==> config.mk <==
export PLATFORM = sky130hd
export DESIGN_NAME = irq_status_agg
export DESIGN_NICKNAME = d
export VERILOG_FILES = /design/src/rtl/irq_agg_pkg.sv /design/src/rtl/irq_status_bank.sv /design/src/rtl/irq_hw_latch.sv /design/src/rtl/irq_regfile.sv /design/src/rtl/irq_combine.sv /design/src/rtl/irq_status_agg.sv
export SDC_FILE = /design/constraint.sdc
export NUM_CORES = 1
export LEC_CHECK = 0
export BUFFER_PORTS_ARGS = -buffer_cell sky130_fd_sc_hd__buf_4
export CAP_MARGIN = 20
export CORE_UTILIZATION = 45
export CTS_CLUSTER_SIZE = 12
export DETAILED_ROUTE_END_ITERATION = 6
export PLACE_DENSITY = 0.65
export SYNTH_ARGS = -nofsm -noshare
export SYNTH_HDL_FRONTEND = slang
export SYNTH_SLANG_ARGS = --single-unit
==> constraint.sdc <==
create_clock -name clk -period 1.27 [get_ports clk]
set_input_delay 0.1905 -clock clk [delete_from_list [all_inputs] [get_ports clk]]
set_output_delay 0.1905 -clock clk [all_outputs]
set_load 0.01 [all_outputs]
==> src/rtl/irq_agg_pkg.sv <==
package irq_agg_pkg;
  localparam int REG_W         = 8;
  localparam int CA_INT_EN     = 1;
  localparam int CA_INT_CLR    = 3;
  localparam int CB_THERM_MASK = 0;

  typedef struct packed {
    logic int_en;
    logic int_clr;
    logic therm_mask;
  } ctl_t;
endpackage

==> src/rtl/irq_status_bank.sv <==
module irq_status_bank #(
  parameter int N_SRC     = 16,
  parameter int REG_W     = 8,
  parameter int ALARM_BIT = 11,
  localparam int NB       = N_SRC / REG_W
) (
  input  logic             clk,
  input  logic             rst_n,
  input  logic             sample,
  input  logic [N_SRC-1:0] err_evt,
  input  logic             alarm_n,
  input  logic             alarm_self_drv,
  input  logic [NB-1:0]    rd_clr_byte,
  output logic [N_SRC-1:0] status
);
  logic             alarm_hit;
  logic [N_SRC-1:0] set_vec;

  assign alarm_hit = !alarm_n && !alarm_self_drv;

  always_comb begin
    set_vec            = err_evt;
    set_vec[ALARM_BIT] = alarm_hit;
    if (!sample) set_vec = '0;
  end

  for (genvar b = 0; b < NB; b++) begin : g_byte
    logic [REG_W-1:0] q;
    logic [REG_W-1:0] set_b;
    assign set_b = set_vec[b*REG_W +: REG_W];

    always_ff @(posedge clk or negedge rst_n) begin
      if (!rst_n) q <= '0;
      else        q <= (rd_clr_byte[b] ? '0 : q) | set_b;
    end
    assign status[b*REG_W +: REG_W] = q;

    // a clearing read with no new event empties the byte
    a_r1_read_empties: assert property (@(posedge clk) disable iff (!rst_n)
      (rd_clr_byte[b] && set_b == '0) |=> (q == '0));
  end

  // a new event is never lost, even against a clearing read
  a_r4_event_wins: assert property (@(posedge clk) disable iff (!rst_n)
    (|set_vec) |=> ((status & $past(set_vec)) == $past(set_vec)));

  // a self-driven alarm pin never raises the alarm bit
  a_r9_self_drive_blind: assert property (@(posedge clk) disable iff (!rst_n)
    (alarm_self_drv && !status[ALARM_BIT]) |=> !status[ALARM_BIT]);
endmodule

==> src/rtl/irq_hw_latch.sv <==
module irq_hw_latch (
  input  logic clk,
  input  logic rst_n,
  input  logic sample,
  input  logic hw_evt,
  input  logic clr_cond,
  output logic hw_err
);
  always_ff @(posedge clk or negedge rst_n) begin
    if (!rst_n)        hw_err <= 1'b0;
    else if (clr_cond) hw_err <= 1'b0;
    else if (sample && hw_evt) hw_err <= 1'b1;
  end

  // only the clear conditions release the latch
  a_r7_hw_sticky: assert property (@(posedge clk) disable iff (!rst_n)
    (hw_err && !clr_cond) |=> hw_err);

  // any clear condition empties it
  a_r7_hw_released: assert property (@(posedge clk) disable iff (!rst_n)
    clr_cond |=> !hw_err);
endmodule

==> src/rtl/irq_regfile.sv <==
module irq_regfile
  import irq_agg_pkg::*;
#(
  parameter int N_SRC   = 16,
  localparam int NB     = N_SRC / REG_W,
  localparam int A_MIR  = NB,
  localparam int A_MSK  = 2 * NB,
  localparam int A_CA   = 3 * NB,
  localparam int A_CB   = 3 * NB + 1,
  localparam int ADDR_W = $clog2(3 * NB + 2)
) (
  input  logic              clk,
  input  logic              rst_n,
  input  logic              wr_en,
  input  logic              rd_en,
  input  logic [ADDR_W-1:0] addr,
  input  logic [REG_W-1:0]  wr_data,
  input  logic [N_SRC-1:0]  status,
  output logic [N_SRC-1:0]  mask,
  output ctl_t              ctl,
  output logic [NB-1:0]     rd_clr_byte,
  output logic [REG_W-1:0]  rd_data,
  output logic              rd_valid
);
  logic [REG_W-1:0] ca_q, cb_q, rd_mux;

  always_ff @(posedge clk or negedge rst_n) begin
    if (!rst_n) begin
      ca_q <= '0;
      cb_q <= '0;
      mask <= '0;
    end else if (wr_en) begin
      if (addr == ADDR_W'(A_CA)) ca_q <= wr_data;
      if (addr == ADDR_W'(A_CB)) cb_q <= wr_data;
      for (int b = 0; b < NB; b++)
        if (addr == ADDR_W'(A_MSK + b)) mask[b*REG_W +: REG_W] <= wr_data;
    end
  end

  assign ctl.int_en     = ca_q[CA_INT_EN];
  assign ctl.int_clr    = ca_q[CA_INT_CLR];
  assign ctl.therm_mask = cb_q[CB_THERM_MASK];

  always_comb begin
    rd_mux      = '0;
    rd_clr_byte = '0;
    for (int b = 0; b < NB; b++) begin
      if (addr == ADDR_W'(b)) begin
        rd_mux         = status[b*REG_W +: REG_W];
        rd_clr_byte[b] = rd_en;
      end
      if (addr == ADDR_W'(A_MIR + b)) rd_mux = status[b*REG_W +: REG_W];
      if (addr == ADDR_W'(A_MSK + b)) rd_mux = mask[b*REG_W +: REG_W];
    end
    if (addr == ADDR_W'(A_CA)) rd_mux = ca_q;
    if (addr == ADDR_W'(A_CB)) rd_mux = cb_q;
  end

  always_ff @(posedge clk or negedge rst_n) begin
    if (!rst_n) begin
      rd_data  <= '0;
      rd_valid <= 1'b0;
    end else begin
      rd_valid <= rd_en;
      if (rd_en) rd_data <= rd_mux;
    end
  end

  // every read strobe yields data on the next cycle
  a_r1_rd_valid: assert property (@(posedge clk) disable iff (!rst_n)
    rd_en |=> rd_valid);
endmodule

==> src/rtl/irq_combine.sv <==
module irq_combine #(
  parameter int               N_SRC      = 16,
  parameter logic [N_SRC-1:0] THERM_BITS = 16'h0F00
) (
  input  logic             clk,
  input  logic             rst_n,
  input  logic [N_SRC-1:0] status,
  input  logic [N_SRC-1:0] mask,
  input  logic             hw_err,
  input  logic             int_en,
  input  logic             int_clr,
  input  logic             therm_mask,
  output logic             int_n
);
  logic [N_SRC-1:0] eff;
  logic             req;

  assign eff   = status & ~mask & ~(therm_mask ? THERM_BITS : '0);
  assign req   = (|eff) || (hw_err && !therm_mask);
  assign int_n = !(int_en && !int_clr && req);

  // fully masked status with no limit error keeps the pin high
  a_r3_masked_quiet: assert property (@(posedge clk) disable iff (!rst_n)
    (((status & ~mask) == '0) && !hw_err) |-> int_n);

  // with the thermal mask, only non-thermal bits can pull the pin
  a_r8_therm_quiet: assert property (@(posedge clk) disable iff (!rst_n)
    (therm_mask && ((status & ~mask & ~THERM_BITS) == '0)) |-> int_n);
endmodule

==> src/rtl/irq_status_agg.sv <==
module irq_status_agg
  import irq_agg_pkg::*;
#(
  parameter int               N_SRC      = 16,
  parameter int               ALARM_BIT  = 11,
  parameter logic [N_SRC-1:0] THERM_BITS = 16'h0F00,
  localparam int              NB         = N_SRC / REG_W,
  localparam int              ADDR_W     = $clog2(3 * NB + 2)
) (
  input  logic              clk,
  input  logic              rst_n,
  input  logic              cycle_done,
  input  logic [N_SRC-1:0]  err_evt,
  input  logic              hw_lim_evt,
  input  logic              alarm_n,
  input  logic              alarm_self_drv,
  input  logic              wr_en,
  input  logic              rd_en,
  input  logic [ADDR_W-1:0] addr,
  input  logic [REG_W-1:0]  wr_data,
  output logic [REG_W-1:0]  rd_data,
  output logic              rd_valid,
  output logic              int_n,
  output logic              loop_halt
);
  logic [N_SRC-1:0] status, mask;
  logic [NB-1:0]    rd_clr_byte;
  ctl_t             ctl;
  logic             sample, hw_err, hw_clr;

  assign loop_halt = ctl.int_clr;
  assign sample    = cycle_done && !loop_halt;
  assign hw_clr    = ctl.therm_mask || ctl.int_clr || !ctl.int_en;

  irq_regfile #(.N_SRC(N_SRC)) u_regs (
    .clk(clk), .rst_n(rst_n), .wr_en(wr_en), .rd_en(rd_en), .addr(addr),
    .wr_data(wr_data), .status(status), .mask(mask), .ctl(ctl),
    .rd_clr_byte(rd_clr_byte), .rd_data(rd_data), .rd_valid(rd_valid)
  );

  irq_status_bank #(.N_SRC(N_SRC), .REG_W(REG_W), .ALARM_BIT(ALARM_BIT)) u_bank (
    .clk(clk), .rst_n(rst_n), .sample(sample), .err_evt(err_evt),
    .alarm_n(alarm_n), .alarm_self_drv(alarm_self_drv),
    .rd_clr_byte(rd_clr_byte), .status(status)
  );

  irq_hw_latch u_hw (
    .clk(clk), .rst_n(rst_n), .sample(sample), .hw_evt(hw_lim_evt),
    .clr_cond(hw_clr), .hw_err(hw_err)
  );

  irq_combine #(.N_SRC(N_SRC), .THERM_BITS(THERM_BITS)) u_comb (
    .clk(clk), .rst_n(rst_n), .status(status), .mask(mask), .hw_err(hw_err),
    .int_en(ctl.int_en), .int_clr(ctl.int_clr), .therm_mask(ctl.therm_mask),
    .int_n(int_n)
  );

  // halted loop keeps the interrupt released
  a_r6_halt_releases: assert property (@(posedge clk) disable iff (!rst_n)
    loop_halt |-> int_n);

  // while halted, only reads may change status
  a_r6_halt_freezes: assert property (@(posedge clk) disable iff (!rst_n)
    (loop_halt && !rd_en) |=> $stable(status));

  // mirror reads leave status untouched
  a_r2_mirror_keeps: assert property (@(posedge clk) disable iff (!rst_n)
    (rd_en && addr >= ADDR_W'(NB) && addr < ADDR_W'(2 * NB) && !sample) |=> $stable(status));
endmodule

==> results of run 1 <==
-- synthesized netlist by cell type, drive strengths merged, types with 3 or more instances --
library cell	count	area [sq um]
inv	15	56.3
nor2	3	11.3
a22o	20	175
mux2i	4	40.0
nor2b	8	50.1
a31oi	4	25.0
nand2	3	13.8
clkbuf	5	18.8
dfrtp	58	1450
mux4	4	101
o221ai	6	52.6
o21ai	9	45.0
a21oi	5	25.0
o2bb2ai	4	35.0
mux2	35	394
buf	7	56.3
o22ai	5	31.3
-- through the flow --
| step | setup WS, ns | area (sq um) | std cells | TNS [ns] |
|---|---|---|---|---|
| 2_1_floorplan | -0.0767 | 2700 | 205 | -0.0767 |
| 3_3_place_gp | -0.254 | 3470 | 358 | -1.01 |
| 3_5_place_dp | -0.299 | 3470 | 358 | -1.28 |
| 4_1_cts | -0.676 | 3680 | 375 | -0.833 |
| 5_1_grt | -0.712 | 3700 | 376 | -1.18 |
| 6_report | -0.669 | 3700 | 376 | -0.941 |
-- critical path, cell delays in order (launching register included) --
cell	delay, ns
dfrtp_1	0.39
inv_1	0.06
o22ai_1	0.08
a221o_1	0.30
o41ai_4	0.38
buf_4	0.18
-- cell type report --
class | count | area (sq um)
timing repair buffer | 95 | 785
sequential | 58 | 1450
inverter | 15 | 56.3
fill | 433 | 1940
clock inverter | 5 | 55.1
tap | 72 | 90.1
clock buffer | 11 | 131
multi-input combinational | 120 | 1130
-- flip-flops by register name, indices dropped and copies added (netlist names) --
| name | count |
|---|---|
| u_regs.rd_data | 8 |
| u_regs.cb_q | 8 |
| u_regs.rd_valid | 1 |
| u_regs.mask | 16 |
| u_hw.hw_err | 1 |
| u_regs.ca_q | 8 |
| u_bank.g_byte.q | 16 |
-- layer usage --
metal / GRT usage / wire, microns / vias up
met3: 0.0667 / 407 / 9
li1: - / - / 963
met4: 0.0818 / 87 / 0
met2: 0.378 / 3170 / 70
met1: 0.336 / 3100 / 1063
met5: 0 / 0 / -
-- where the power goes --
part           total [uW]  leakage, uW  internal [uW]  switching [uW]
Clock                1640    0.0000893            899             739
Sequential           2470     0.000672           2220             254
Combinational        1520     0.000986            913             611
-- cells by family after synthesis --
kind of cell | count (synthesis)
buf+inv | 27
compound gates | 56
simple gates | 21
mux | 43
flops | 58
-- how the worst min path moves through the flow --
stage,startpoint,endpoint,slack [ns],cells past startpoint
after floorplan,rst_n,u_bank.g_byte[0].q[0],-0.11,0
after global placement,rst_n,u_regs.rd_valid,0.15,2
after detailed placement,rst_n,u_regs.rd_valid,0.15,2
after CTS,err_evt[15],u_bank.g_byte[1].q[7],0.06,2
after global routing,err_evt[7],u_bank.g_byte[0].q[7],0.07,2
final,err_evt[15],u_bank.g_byte[1].q[7],0.07,2
-- cell usage in the layout, fill, tap and decap left out, types with 4 or more instances in the layout --
| master | count |
|---|---|
| buf_4 | 85 |
| dfrtp_1 | 58 |
| mux2_2 | 35 |
| a22o_1 | 20 |
| inv_1 | 14 |
| o21ai_0 | 9 |
| clkbuf_8 | 9 |
| nor2b_1 | 7 |
| o22ai_1 | 5 |
| buf_6 | 5 |
| a21oi_1 | 4 |
| mux4_2 | 4 |
| o221ai_1 | 4 |
| mux2i_1 | 4 |
| a31oi_1 | 4 |
| buf_12 | 4 |
-- repair_timing --
action | in CTS | in global routing
hold buffers | 1 | 0
hold endpoints to repair | 58 | 0
cloned | 0 | 0
gates resized for setup | 10 | 4
pin swaps | 4 | 1
endpoints found under the setup margin | 5 | 5
buffers inserted | 2 | 1
==> metrics, run 1 <==
Critical Path Sink int_n; Worst R2R Path Depth 5; Synth Flop Type dfrtp_1; layout cells sized above 1 0.523; CTS Buf Count 9; Vias 2105; Final Util 0.656; post-synthesis area per instance 13.1 sq um; largest net degree at the start of global routing 37; startpoint types flop; Worst Setup SP u_bank.g_byte[1].q[4]; Ports 46; Crit path required time 1.08 ns; clock-pin slew on the worst setup and hold paths 0.07 ns; Die Wd 79.2 microns; Fmax achieved 0.516 GHz; synth warn 0; setup ws final -0.669 ns; worst skew pair latency 0.34 ns; GRT Resource Usage Total 0.246; vias in the first global route 2146; TritonRoute pass-1 iters 4; Seq cells post-synth 58; Post-Synth XOR/XNOR Area 0; routed len/inst 18.0 microns; Hold Crit Class primary input to flop; CTS tree yes; clock sinks 58; RSZ-0062 raised after global routing yes; DRC Markers 0; Core Region 5640 sq um; initial antenna violation count 0; crit path time final 1.94 ns; final worst path period share 1.53; Synth-to-Final Area Change 37.9%; Ant. Diodes 0; first-pass GRT wire length 11.2 mm; DRT iter0 DRCs 74; grt total ovfl 0; cell area after synthesis 2690 sq um; relative max-transition margin 0.772; FF-to-FF setup slack -0.12 ns; Initial Util 0.476; Final Skew 0.00953 ns; Root Buffer clkbuf_8; sequential share of the synthesized area 0.541; Synth Instances 205; Crit Path Max Fanout 2; failing checks negative setup slack; Row Count 27; Synth Area in Adders 0; largest family of logic cells by synthesized area multiplexers; Power, Total 5640 uW; Post-DRT Antenna Nets 0; simple-gate share of the synthesized area 0.0555; Worst setup EP type output port; H-tree levels 3; die area 6280 sq um; routability cong. 0.859; CTS Buffer Depth 2; worst reg2reg path startpoint u_regs.mask[3]; worst flop-to-flop path endpoint u_regs.rd_data[3]; async set-or-reset flop fraction in the synthesized netlist 1.00; final hold vios 0; post-synthesis compound-gate area fraction 0.156; synth unique cells 31; Final Max Slew Viols 0; Final nets 334; post-synthesis mux area share 0.199; Synthesized Nets 240; number of buffers added on ports 44; hold_ws 0.0729 ns; DPL Wire Length 5.03 mm; Max Cap Viol 0; final setup violation count 5; Post-synth EDFFs 0; leakage 0.00175 uW; total routed wirelength 6.77 mm; Die Height 79.2 microns; Slew @ Worst Pin 0.342 ns; worst-case vdd ir drop 800 uV; DR vias/cell 5.60; Cell Pwr Density 1520 nW/um^2; CP Class flop to output port; status finished, violations left; Worst Path Arrival 1.75 ns
Note: power is estimated with default switching activity, not from simulation.
==> run 2, diff against run 1 <==
clock period = 1.94 ns   (was 1.27 ns; I/O delays follow)
==> run 2 against run 1 <==
Net effect:
- the flow still finishes with violations (negative setup slack)
- combinational power decreased by 56%
- sequential share of layout area grew 5.6 points
- critical path type unchanged
- worst hold slack lost 0.071 ns
- die area stayed put
- cell area down 13%
- core utilization is 8.3 points lower
- setup slack improved by 0.60 ns
- count of clock-buffer cells in the layout unchanged
- critical path depth unchanged
- register-to-register slack improved by 0.77 ns
- sequential power fell by 33%
==> metrics, run 2 (synthesis gave the netlist of run 1 again) <==
DRC Markers 0; final setup violation count 1; Fmax achieved 0.498 GHz; final worst path period share 1.04; Worst R2R Path Depth 3; failing checks negative setup slack; Initial Util 0.476; Die Height 79.2 microns; CP Class flop to output port; Slew @ Worst Pin 0.704 ns; worst skew pair latency 0.33 ns; status finished, violations left; area occupied by multi-input gates 1120 sq um; number of buffers added on ports 44; commonest non-fill, non-tap cell in the layout dfrtp_1; clock-pin slew on the worst setup and hold paths 0.06 ns; startpoint types flop; Ant. Diodes 0; Crit path required time 1.65 ns; Ports 46; hold_ws 0.00172 ns; relative max-transition margin 0.531; DR vias/cell 5.63; Fill cells 504; clock power share 0.290; Cell Pwr Density 1010 nW/um^2; setup ws final -0.0684 ns; largest net degree at the start of global routing 59; clock sinks 58; Worst Path Arrival 1.72 ns; switching part of the total 0.284; initial antenna violation count 0; RSZ-0062 raised after global routing yes; TritonRoute pass-1 iters 4; Storage cell area 1450 sq um; net switching power 925 uW; die area 6280 sq um; Die Wd 79.2 microns; total routed wirelength 5.87 mm; H-tree levels 3; Row Count 27; routed len/inst 17.9 microns; hold_buf cts 0; Comb power frac 0.205; most frequent cells in the layout 58 x dfrtp_1, 47 x buf_4, 35 x mux2_2, 20 x a22o_1, 14 x inv_1; DRT iter0 DRCs 92; Root Buffer clkbuf_8; Vias 1846; Final nets 286; first-pass GRT wire length 9.55 mm; Core Region 5640 sq um; Top Usage Layer GRT met2; GR Util met3 0.0770; grt total ovfl 0; Max Cap Viol 0; leakage 0.00150 uW; CTS Buffer Depth 2; Setup WS pre-CTS 0.200 ns; grt met2 use 0.311; internal power 2340 uW; Post-DRT Antenna Nets 0; DPL Wire Length 4.10 mm; Synth-to-Final Area Change 20.6%; sequential fraction of design power 0.505; Final Max Slew Viols 0; crit path time final 2.01 ns; CTS tree yes; Final Skew 0.00736 ns; Hold Crit Class primary input to asynchronous set/reset pin; met1 Use GR 0.283; Crit Path Max Fanout 3; vias in the first global route 1867; worst-case vdd ir drop 481 uV; GRT Resource Usage Total 0.212; Worst setup EP type output port; final hold vios 0; CTS Buf Count 9; routability cong. 0.739; layout cells sized above 1 0.414; leading registers by flop count u_bank.g_byte.q x16, u_regs.mask x16
[run 2: what timing repair did]
action	CTS	global route
setup buffers	0	0
setup endpoints to repair	1	1
resized for setup	2	1
pin swaps	0	2
[run 2: cell type report]
| type | count | area share |
|---|---|---|
| clock buffers | 11 | 0.0437 |
| clock inverters | 5 | 0.00927 |
| inverters | 15 | 0.0174 |
| multi-input cells | 120 | 0.345 |
| flip-flops and latches | 58 | 0.448 |
| well taps | 72 | 0.0278 |
| repair buffers | 47 | 0.109 |
[run 2: critical path, stage by stage, from the launching register on]
cell and delay (ns):
dfrtp_1 0.40, inv_1 0.07, o22ai_2 0.07, a221o_1 0.28, o41ai_2 0.38, buf_4 0.18
[run 2: power groups by stage]
stage                     registers, uW  clock network, uW  logic (uW)
after floorplan                    1610                  0         436
after global placement             1650                  0         650
after detailed placement           1660                  0         658
after CTS                          1640                980         668
after global routing               1680               1050         739
final                              1650                945         669
[run 2: per-layer routing]
metal | wire length [microns] | vias to the layer above
li1 | - | 866
met1 | 2770 | 914
met2 | 2700 | 58
met3 | 313 | 8
met4 | 93 | 0
met5 | 0 | -
[run 2: worst paths after layout]
check,startpoint,end,slack (ns)
setup / recovery,u_bank.g_byte[1].q[4],int_n,-0.07
hold / removal,rst_n,u_regs.rd_valid,0.002
setup reg to reg,u_regs.mask[2],u_regs.rd_data[2],0.65
hold reg to reg,u_regs.ca_q[7],u_regs.ca_q[7],0.50
max in group asynchronous,rst_n,u_regs.ca_q[5],1.47
min in group clk,rd_en,u_regs.rd_valid,0.12
[run 2: stage by stage]
| stage | setup TNS (ns) | cells | area (sq um) | utilization | power (uW) |
|---|---|---|---|---|---|
| 3_3_place_gp | 0 | 311 | 3050 | 0.540 | 2300 |
| 2_1_floorplan | 0 | 205 | 2690 | - | 2040 |
| 3_5_place_dp | 0 | 311 | 3050 | 0.540 | 2320 |
| 5_1_grt | -0.185 | 328 | 3240 | 0.574 | 3460 |
| 6_report | -0.0684 | 328 | 3240 | 0.574 | 3260 |
| 4_1_cts | -0.0720 | 327 | 3220 | 0.572 | 3290 |
